==> src/rtl/reg_stage_pkg.sv <==
package reg_stage_pkg;

  typedef enum logic [1:0] {
    STG_CMD = 2'd0,
    STG_LO  = 2'd1,
    STG_HI  = 2'd2
  } stage_e;

  // strobes from control to datapath
  typedef struct packed {
    logic   capture;   // latch request this cycle
    logic   active;    // a stage is on the bus (chip select low)
    stage_e stage;     // which stage is active / last active
    logic   sampleLo;  // capture read data into bits 15:0
    logic   sampleHi;  // capture read data into bits 31:16
    logic   finish;    // completion cycle
  } seqCtl_t;

  localparam logic [1:0] PORT_CMD  = 2'b01;
  localparam logic [1:0] PORT_DATA = 2'b00;

endpackage

==> src/rtl/reg_stage_ctrl.sv <==
module reg_stage_ctrl
  import reg_stage_pkg::*;
#(
  parameter int STROBE_CYCLES = 2,
  parameter int GAP_CYCLES    = 75
) (
  input  logic    clk,
  input  logic    rst,
  input  logic    reqValid,
  input  logic    isWide,
  input  logic    isWrite,
  output logic    reqReady,
  output seqCtl_t ctl
);

  localparam int CNT_MAX = (GAP_CYCLES > STROBE_CYCLES) ? GAP_CYCLES : STROBE_CYCLES;
  localparam int CNT_W   = $clog2(CNT_MAX + 1);
  localparam logic [CNT_W-1:0] STRB_LOAD = CNT_W'(STROBE_CYCLES - 1);
  localparam logic [CNT_W-1:0] GAP_LOAD  = CNT_W'(GAP_CYCLES - 1);

  typedef enum logic [1:0] {
    ST_IDLE = 2'd0,
    ST_STRB = 2'd1,
    ST_GAP  = 2'd2,
    ST_FIN  = 2'd3
  } state_e;

  state_e            state;
  stage_e            stage;
  logic [CNT_W-1:0]  cnt;
  logic              accept;
  logic              lastTick;

  assign accept   = reqValid && (state == ST_IDLE);
  assign lastTick = (cnt == '0);
  assign reqReady = (state == ST_IDLE);

  always_ff @(posedge clk) begin
    if (rst) begin
      state <= ST_IDLE;
      stage <= STG_CMD;
      cnt   <= '0;
    end else begin
      unique case (state)
        ST_IDLE: begin
          if (accept) begin
            state <= ST_STRB;
            stage <= STG_CMD;
            cnt   <= STRB_LOAD;
          end
        end
        ST_STRB: begin
          if (lastTick) begin
            state <= ST_GAP;
            cnt   <= GAP_LOAD;
          end else begin
            cnt <= cnt - 1'b1;
          end
        end
        ST_GAP: begin
          if (!lastTick) begin
            cnt <= cnt - 1'b1;
          end else if (stage == STG_CMD) begin
            state <= ST_STRB;
            stage <= STG_LO;
            cnt   <= STRB_LOAD;
          end else if (stage == STG_LO && isWide) begin
            state <= ST_STRB;
            stage <= STG_HI;
            cnt   <= STRB_LOAD;
          end else begin
            state <= ST_FIN;
          end
        end
        ST_FIN: begin
          state <= ST_IDLE;
          stage <= STG_CMD;
        end
        default: state <= ST_IDLE;
      endcase
    end
  end

  always_comb begin
    ctl          = '0;
    ctl.capture  = accept;
    ctl.active   = (state == ST_STRB);
    ctl.stage    = stage;
    ctl.sampleLo = ctl.active && (stage == STG_LO) && lastTick && !isWrite;
    ctl.sampleHi = ctl.active && (stage == STG_HI) && lastTick && !isWrite;
    ctl.finish   = (state == ST_FIN);
  end

endmodule

==> src/rtl/reg_stage_dpath.sv <==
module reg_stage_dpath
  import reg_stage_pkg::*;
#(
  parameter int ADDR_W = 8
) (
  input  logic              clk,
  input  logic              rst,
  input  seqCtl_t           ctl,
  input  logic [ADDR_W-1:0] reqAddr,
  input  logic              reqWide,
  input  logic              reqWrite,
  input  logic [31:0]       reqWdata,
  input  logic [15:0]       busIn,
  output logic              isWide,
  output logic              isWrite,
  output logic              csN,
  output logic              rdN,
  output logic              wrN,
  output logic [1:0]        portAddr,
  output logic [15:0]       busOut,
  output logic              busOe,
  output logic [31:0]       rdData,
  output logic              done
);

  logic [15:0] cmdWord;
  logic [15:0] cmdLat;
  logic [31:0] wdLat;
  logic        isCmd;
  logic        wrActive;

  // zero-extend the register number to the bus width
  generate
    if (ADDR_W < 16) begin : g_ext
      assign cmdWord = {{(16 - ADDR_W){1'b0}}, reqAddr};
    end else begin : g_trim
      assign cmdWord = reqAddr[15:0];
    end
  endgenerate

  always_ff @(posedge clk) begin
    if (rst) begin
      cmdLat  <= '0;
      wdLat   <= '0;
      isWide  <= 1'b0;
      isWrite <= 1'b0;
    end else if (ctl.capture) begin
      cmdLat  <= cmdWord;
      wdLat   <= reqWdata;
      isWide  <= reqWide;
      isWrite <= reqWrite;
    end
  end

  always_ff @(posedge clk) begin
    if (rst) begin
      rdData <= '0;
    end else begin
      if (ctl.sampleLo) begin
        rdData <= {16'h0000, busIn};
      end
      if (ctl.sampleHi) begin
        rdData[31:16] <= busIn;
      end
    end
  end

  assign isCmd    = (ctl.stage == STG_CMD);
  assign wrActive = ctl.active && (isCmd || isWrite);

  assign csN      = !ctl.active;
  assign wrN      = !wrActive;
  assign rdN      = !(ctl.active && !isCmd && !isWrite);
  assign portAddr = isCmd ? PORT_CMD : PORT_DATA;
  assign busOe    = wrActive;
  assign done     = ctl.finish;

  always_comb begin
    unique case (ctl.stage)
      STG_CMD: busOut = cmdLat;
      STG_HI:  busOut = wdLat[31:16];
      default: busOut = wdLat[15:0];
    endcase
  end

endmodule

==> src/rtl/reg_stage_seq.sv <==
module reg_stage_seq
  import reg_stage_pkg::*;
#(
  parameter int ADDR_W        = 8,
  parameter int STROBE_CYCLES = 2,
  parameter int GAP_CYCLES    = 75
) (
  input  logic              clk,
  input  logic              rst,
  input  logic              reqValid,
  output logic              reqReady,
  input  logic [ADDR_W-1:0] reqAddr,
  input  logic              reqWide,
  input  logic              reqWrite,
  input  logic [31:0]       reqWdata,
  output logic              done,
  output logic [31:0]       rdData,
  output logic              csN,
  output logic              rdN,
  output logic              wrN,
  output logic [1:0]        portAddr,
  output logic [15:0]       busOut,
  output logic              busOe,
  input  logic [15:0]       busIn
);

  seqCtl_t ctl;
  logic    isWide;
  logic    isWrite;

  reg_stage_ctrl #(
    .STROBE_CYCLES (STROBE_CYCLES),
    .GAP_CYCLES    (GAP_CYCLES)
  ) ctrl_i (
    .clk      (clk),
    .rst      (rst),
    .reqValid (reqValid),
    .isWide   (isWide),
    .isWrite  (isWrite),
    .reqReady (reqReady),
    .ctl      (ctl)
  );

  reg_stage_dpath #(
    .ADDR_W (ADDR_W)
  ) dpath_i (
    .clk      (clk),
    .rst      (rst),
    .ctl      (ctl),
    .reqAddr  (reqAddr),
    .reqWide  (reqWide),
    .reqWrite (reqWrite),
    .reqWdata (reqWdata),
    .busIn    (busIn),
    .isWide   (isWide),
    .isWrite  (isWrite),
    .csN      (csN),
    .rdN      (rdN),
    .wrN      (wrN),
    .portAddr (portAddr),
    .busOut   (busOut),
    .busOe    (busOe),
    .rdData   (rdData),
    .done     (done)
  );

endmodule

==> config.mk <==
export PLATFORM = sky130hd
export DESIGN_NAME = reg_stage_seq
export DESIGN_NICKNAME = d
export VERILOG_FILES = /design/src/rtl/reg_stage_pkg.sv /design/src/rtl/reg_stage_ctrl.sv /design/src/rtl/reg_stage_dpath.sv /design/src/rtl/reg_stage_seq.sv
export SDC_FILE = /design/constraint.sdc
export NUM_CORES = 1
export LEC_CHECK = 0
export ABC_AREA = 1
export BUFFER_PORTS_ARGS = -buffer_cell sky130_fd_sc_hd__buf_2
export CAP_MARGIN = 30
export CORE_MARGIN = 2
export CORE_UTILIZATION = 50
export CTS_BUF_LIST = sky130_fd_sc_hd__clkbuf_4
export DETAILED_ROUTE_END_ITERATION = 8
export PLACE_DENSITY_LB_ADDON = 0.1
export RECOVER_POWER = 25
export SLEW_MARGIN = 20
export SYNTH_ARGS = -nofsm -noshare
export SYNTH_HDL_FRONTEND = slang
export SYNTH_SLANG_ARGS = --single-unit
==> constraint.sdc <==
create_clock -name clk -period 3.33 [get_ports clk]
set_input_delay 0.4995 -clock clk [delete_from_list [all_inputs] [get_ports clk]]
set_output_delay 0.4995 -clock clk [all_outputs]
set_load 0.05 [all_outputs]
* Word level (Yosys, flattened, before mapping)
Cells that the tools add are included. W data, S select, Z words.
Storage, ports and cells: register bits after elaboration 85, bits in latches 0, bits in writable memories 0, memory bits (read-only) 0, bits of input ports 61, output and inout bits 56, logic and storage cells 67, memories 0
Operators by class: add/subtract/negate cells 1, multiply operators 0, div/mod/pow operators 0, $lt $le $gt $ge 0, equal/unequal tests 10, shifts and indexed selects 0, mux-type cells 21, bitwise operators 0, reductions and logical operators 26
Operators by type and width (count):
- $mux W7 | 5
- $mux W32 | 1
- $pmux W16 S2 | 1
- $pmux W7 S3 | 1
- $mux W2 | 9
- $mux W16 | 1
- $logic_and A1 B1 Y1 | 11
- $pmux W2 S4 | 1
- $logic_not A7 Y1 | 1
- $sub A7 B1 Y7 const B | 1
- $eq A2 B2 Y1 const B | 3
- $pmux W2 S3 | 1
- $reduce_and A3 Y1 | 2
- $reduce_bool A3 Y1 | 2
- $logic_not A1 Y1 | 5
- $eq A2 B1 Y1 const B | 2
- $logic_not A2 Y1 | 2
- $ne A2 B1 Y1 const B | 2
- $ne A4 B3 Y1 const B | 1
- $reduce_and A4 Y1 | 1
- $ne A3 B1 Y1 const B | 1
- $ne A2 B2 Y1 const B | 1
- $reduce_bool A2 Y1 | 1
- $logic_or A1 B1 Y1 | 1
- $mux W1 | 1

* Depth between registers and ports, before layout
word-level depth 6, gate-level depth with buffers 11, mapped depth without buffers 11

* By module
Synthesis repeated with hierarchy kept, for this count alone.
Unflattened totals: cells, all modules 512, area total of the unflattened synthesis 3721.1 µm²
Modules (own cells, without submodules):
- reg_stage_dpath | times used 1, cells each 394, area each 2912.8 µm², seq. area each 1481.4 µm²
- reg_stage_ctrl | times used 1, cells each 118, area each 808.3 µm², seq. area each 220.2 µm²

* Worst setup path after synthesis
Ideal clock, no wire load.
kind register -> output, from register ctrl_i.state[1], to output wrN, arrival 2209 ps, data required time 2830 ps, path slack 622 ps, cell stages (with the launch flop) 6, buffers on the path 0, cell sequence dfxtp_1 > inv_1 > ha_1 > inv_1 > a21oi_1 > inv_1
On the way: cells in the longest elaborated chain, start to end 3
Ends and longest elaborated chain:
- from (decl) | RTL line reg_stage_ctrl.sv:28 | state_e state;
- from (signal assigned) | RTL line reg_stage_ctrl.sv:40 | state <= ST_IDLE;
- from (signal assigned) | RTL line reg_stage_ctrl.sv:47 | state <= ST_STRB;
- from (signal assigned) | RTL line reg_stage_ctrl.sv:54 | state <= ST_GAP;
- $eq A2 B1 Y1 | RTL line reg_stage_ctrl.sv:87 | ctl.active = (state == ST_STRB);
- $logic_and A1 B1 Y1 | RTL line reg_stage_dpath.sv:69 | assign wrActive = ctl.active && (isCmd || isWrite);
- named net busOe | RTL line reg_stage_seq.sv:23 | output logic busOe,
- $logic_not A1 Y1 | RTL line reg_stage_dpath.sv:72 | assign wrN = !wrActive;
- to (decl) | RTL line reg_stage_seq.sv:20 | output logic wrN,
The timed path passes the listed nets, and every way through them passes these cells.

* Final worst setup path
from register ctrl_i.stage[0], to output busOut[11]
On the way: cells in the longest elaborated chain, start to end 2, elaborated cells on any way between the ends 3, those cells by class eq/ne (1); mux (1); reduce/logical (1)
Ends and longest elaborated chain:
- from (decl) | RTL line reg_stage_ctrl.sv:29 | stage_e stage;
- from (signal assigned) | RTL line reg_stage_ctrl.sv:41 | stage <= STG_CMD;
- from (signal assigned) | RTL line reg_stage_ctrl.sv:48 | stage <= STG_CMD;
- from (signal assigned) | RTL line reg_stage_ctrl.sv:65 | stage <= STG_LO;
- $eq A2 B2 Y1 or $logic_not A2 Y1 (tied branches) | RTL line reg_stage_dpath.sv:79 | unique case (ctl.stage)
- $pmux W16 S2 (*) | RTL line reg_stage_dpath.sv:79
- to (decl) | RTL line reg_stage_seq.sv:22 | output logic [15:0] busOut,
Mark *: on every way between the ends. The rest lies on a longest branch, timed or not.

==> metrics.txt <==
critical register-to-register path endpoint dpath_i.rdData[23]; vias in the first global route roughly 3500; Switching Share 0.464; register bit total from synthesis 85; initial antenna violation count 0; Routed Antenna Nets 0; first-pass GRT wire length roughly 15000 um; highest achievable clock rate approximately 0.35 GHz; Iteration-0 DRC Markers ~160; met1 Resource Use GR 0.289; DR WL/cell about 13 um; WHS Path Cells 3; required time at the endpoint of the critical path between 2 and 3 ns; fraction of final layout cells with drive strength greater than 1 0.200; Switch Pwr 1.62 mW; Final Skew 0.0110 ns; wirelength, routed between 9000 and 10000 um; total power per unit cell area 799 nW/um^2; share of total power in sequential cells 0.391; global routing met2 resource utilization 0.379; routed vias/inst roughly 5.0; drt pass-1 iters 4; Die Width about 90 um; path category of the worst min-delay check in -> reg; post-synthesis simple-gate area fraction 0.303; CP Launch Type flop; run status complete, but fails checks; Internal Power roughly 1.9 mW; largest buffer count on any clock path 2; clock slew at reported path FFs 0.14 ns; post-route minimum period around 2.8 ns; average instance area after synthesis ~7.3 sq um; peak-usage layer in the global routing report met2; initial core utilization 0.511; root cell of the clock tree clkbuf_4; cell breakdown of the critical path clkinv_1 > nand3_1 > nand2_1 > buf_2; final count of pins violating max slew 45; Filler Cell Count between 700 and 800; quantity of I/O buffers inserted on ports approximately 120; HPWL after detailed placement 6430 um; tightest slew margin relative to the limit -0.0254; Crit Reg-Reg Startpoint ctrl_i.stage[0]; maximum number of pins on one net before global-route repair 64; number of diodes added for antenna fixing 0; part of the Yosys area used for sequential elements 0.461; Worst Hold End dpath_i.rdData[1]; ratio of final minimum period to clock period 0.851; multiplexer share of the synthesized area 0; Die Span Y between 80 and 90 um; met3 Usage GRT 0.0654; synthesized netlist net count between 500 and 600; Least-Margin Pin Slew 1.54 ns; number of maximum-capacitance constraint violations 1; setup slack, reg-to-reg between 0.8 and 0.9 ns; global-route usage over all layers 0.229; RD Place Congestion between 0.8 and 0.9; leakage power figure 1.97 nW; global route overflow 0; share of total power in combinational logic 0.439; adder-cell share of the synthesized area 0.0238; via count around 3600; # rows 31; worst hold path startpoint busIn[1]; most common cell after layout, fill and taps aside nor2_1; worst-path cell with the longest stage delay dfxtp_1; # Post-CTS Setup Buffers 0; Layout Nets just under 700; warnings from Yosys 0; TritonCTS sink count 85; Total Die Area around 8100 sq um; WP buf/inv 2; Synth Area in Compound Gates 0.141; XOR/XNOR Fraction of Synth Area 0; source-to-sink clock delay at the later pin of the worst-skew pair approximately 0.43 ns; CTS tree done; main combinational cell family by area after synthesis simple AND/OR/NAND/NOR gates; depth of the most critical reg-to-reg path 6; peak fanout along the critical path 21; cts repair resizes 0; H-tree Lvls 3; number of setup violations in the final report 0; Remaining DRCs 0; Post-Syn Area between 3000 and 4000 sq um; CP arrival 2.33 ns; area of the placeable core between 7000 and 8000 sq um; delay contributed by the slowest stage of the critical path 0.77 ns; Distinct cells, synth 29; Setup TNS Final 0 ns; share of the core filled with cells in the final layout 0.605; most used cells in the layout excluding fill and tap cells 116 x nor2_1, 87 x nand2_1, 85 x dfxtp_1; element type at the critical path end primary output; clock power share 0.170; Gate Count Post-Synth between 500 and 600; cell family with the largest share of critical-path delay buffers and inverters; number of clock buffers inserted by TritonCTS 9; path type of the worst setup path reg -> out; final hold viol count 0; # hold bufs at CTS 0; failing checks capacitance limit, slew limit; growth of design area from synthesis to finish 18.3%; number of I/O pins roughly 120; RSZ-0062 raised after global routing no; Max rail drop VDD ~0.40 mV
==> worst min-delay path, cell delays in order <==
cell    delay, ns
buf_2        0.09
nor2_2       0.04
nor2_1       0.08
==> state kept, by name (all words and copies together) (netlist names) <==
signal and cells:
dpath_i.wdLat 32, ctrl_i.stage 2, dpath_i.rdData 32, dpath_i.isWrite 1, dpath_i.cmdLat 8, dpath_i.isWide 1
ctrl_i.state 2, ctrl_i.cnt 7
==> through the flow <==
stage               setup slack [ns]  power [mW]  instances  area (sq um)  hold slack, ns
floorplan                      0.622        2.58        508          3690           0.430
global placement                1.01        2.89        697          4260           0.447
detailed placement             0.851        2.92        697          4260           0.452
CTS                            0.457        3.52        713          4410           0.281
global route                   0.252        3.75        713          4360           0.295
finish                         0.497        3.49        713          4360           0.299
==> Yosys cell counts (all sizes together) <==
master / count / area share
and3: 1 / 0.0017
ha: 7 / 0.024
o21ai: 67 / 0.092
clkinv: 1 / 0.0010
a22oi: 2 / 0.0041
nor2: 131 / 0.15
nor3: 3 / 0.010
nand3: 31 / 0.045
a21boi: 1 / 0.0020
nand4: 2 / 0.0034
nand2: 89 / 0.092
dfxtp: 85 / 0.46
clkbuf: 18 / 0.018
o31a: 1 / 0.0024
a21oi: 30 / 0.041
buf: 10 / 0.021
conb: 1 / 0.0010
inv: 28 / 0.029
==> power by group through the flow <==
| stage | Clock [mW] | Combinational (mW) | Sequential, mW |
|---|---|---|---|
| global route | 0.657 | 1.70 | 1.39 |
| finish | 0.594 | 1.53 | 1.36 |
| floorplan | 0 | 1.19 | 1.38 |
| detailed placement | 0 | 1.54 | 1.38 |
| CTS | 0.612 | 1.55 | 1.36 |
| global placement | 0 | 1.51 | 1.38 |
==> area by class of cell <==
type | count | area, sq um | share of cell area
Clock inverter | 7 | 73.8 | 0.0169
Clock buffer | 9 | 67.6 | 0.0155
Sequential cell | 85 | 1700 | 0.390
Multi-Input combinational cell | 366 | 1730 | 0.396
Tap cell | 99 | 124 | 0.0284
Inverter | 29 | 111 | 0.0255
Timing Repair Buffer | 118 | 554 | 0.127
==> metal layers <==
metal | wire, um | vias to the layer above | part of all wire
li1 | - | 1833 | -
met1 | 4090 | 1615 | 0.45
met2 | 4110 | 118 | 0.46
met3 | 671 | 13 | 0.075
met4 | 138 | 0 | 0.015
met5 | 0 | - | 0
==> cells by family (layout without fill, tap and decap cells) <==
family	count (synthesis)	after routing
AOI/OAI and AO/OA	101	101
buffers and inverters	57	163
adders and majority gates	7	7
DFF	85	85
other	1	1
and+or+nand+nor	257	257
==> how the worst max path moves through the flow <==
| stage | slack (ns) | cells past startpoint | from | end |
|---|---|---|---|---|
| after floorplan | 0.62 | 5 | ctrl_i.state[1] | wrN |
| after global placement | 1.01 | 6 | ctrl_i.stage[0] | dpath_i.rdData[27] |
| after detailed placement | 0.85 | 6 | ctrl_i.stage[0] | dpath_i.rdData[23] |
| after CTS | 0.46 | 4 | ctrl_i.stage[0] | busOut[11] |
| after global routing | 0.25 | 4 | ctrl_i.stage[0] | busOut[3] |
| final | 0.50 | 4 | ctrl_i.stage[0] | busOut[11] |
Power figures use the tool's default switching activity.
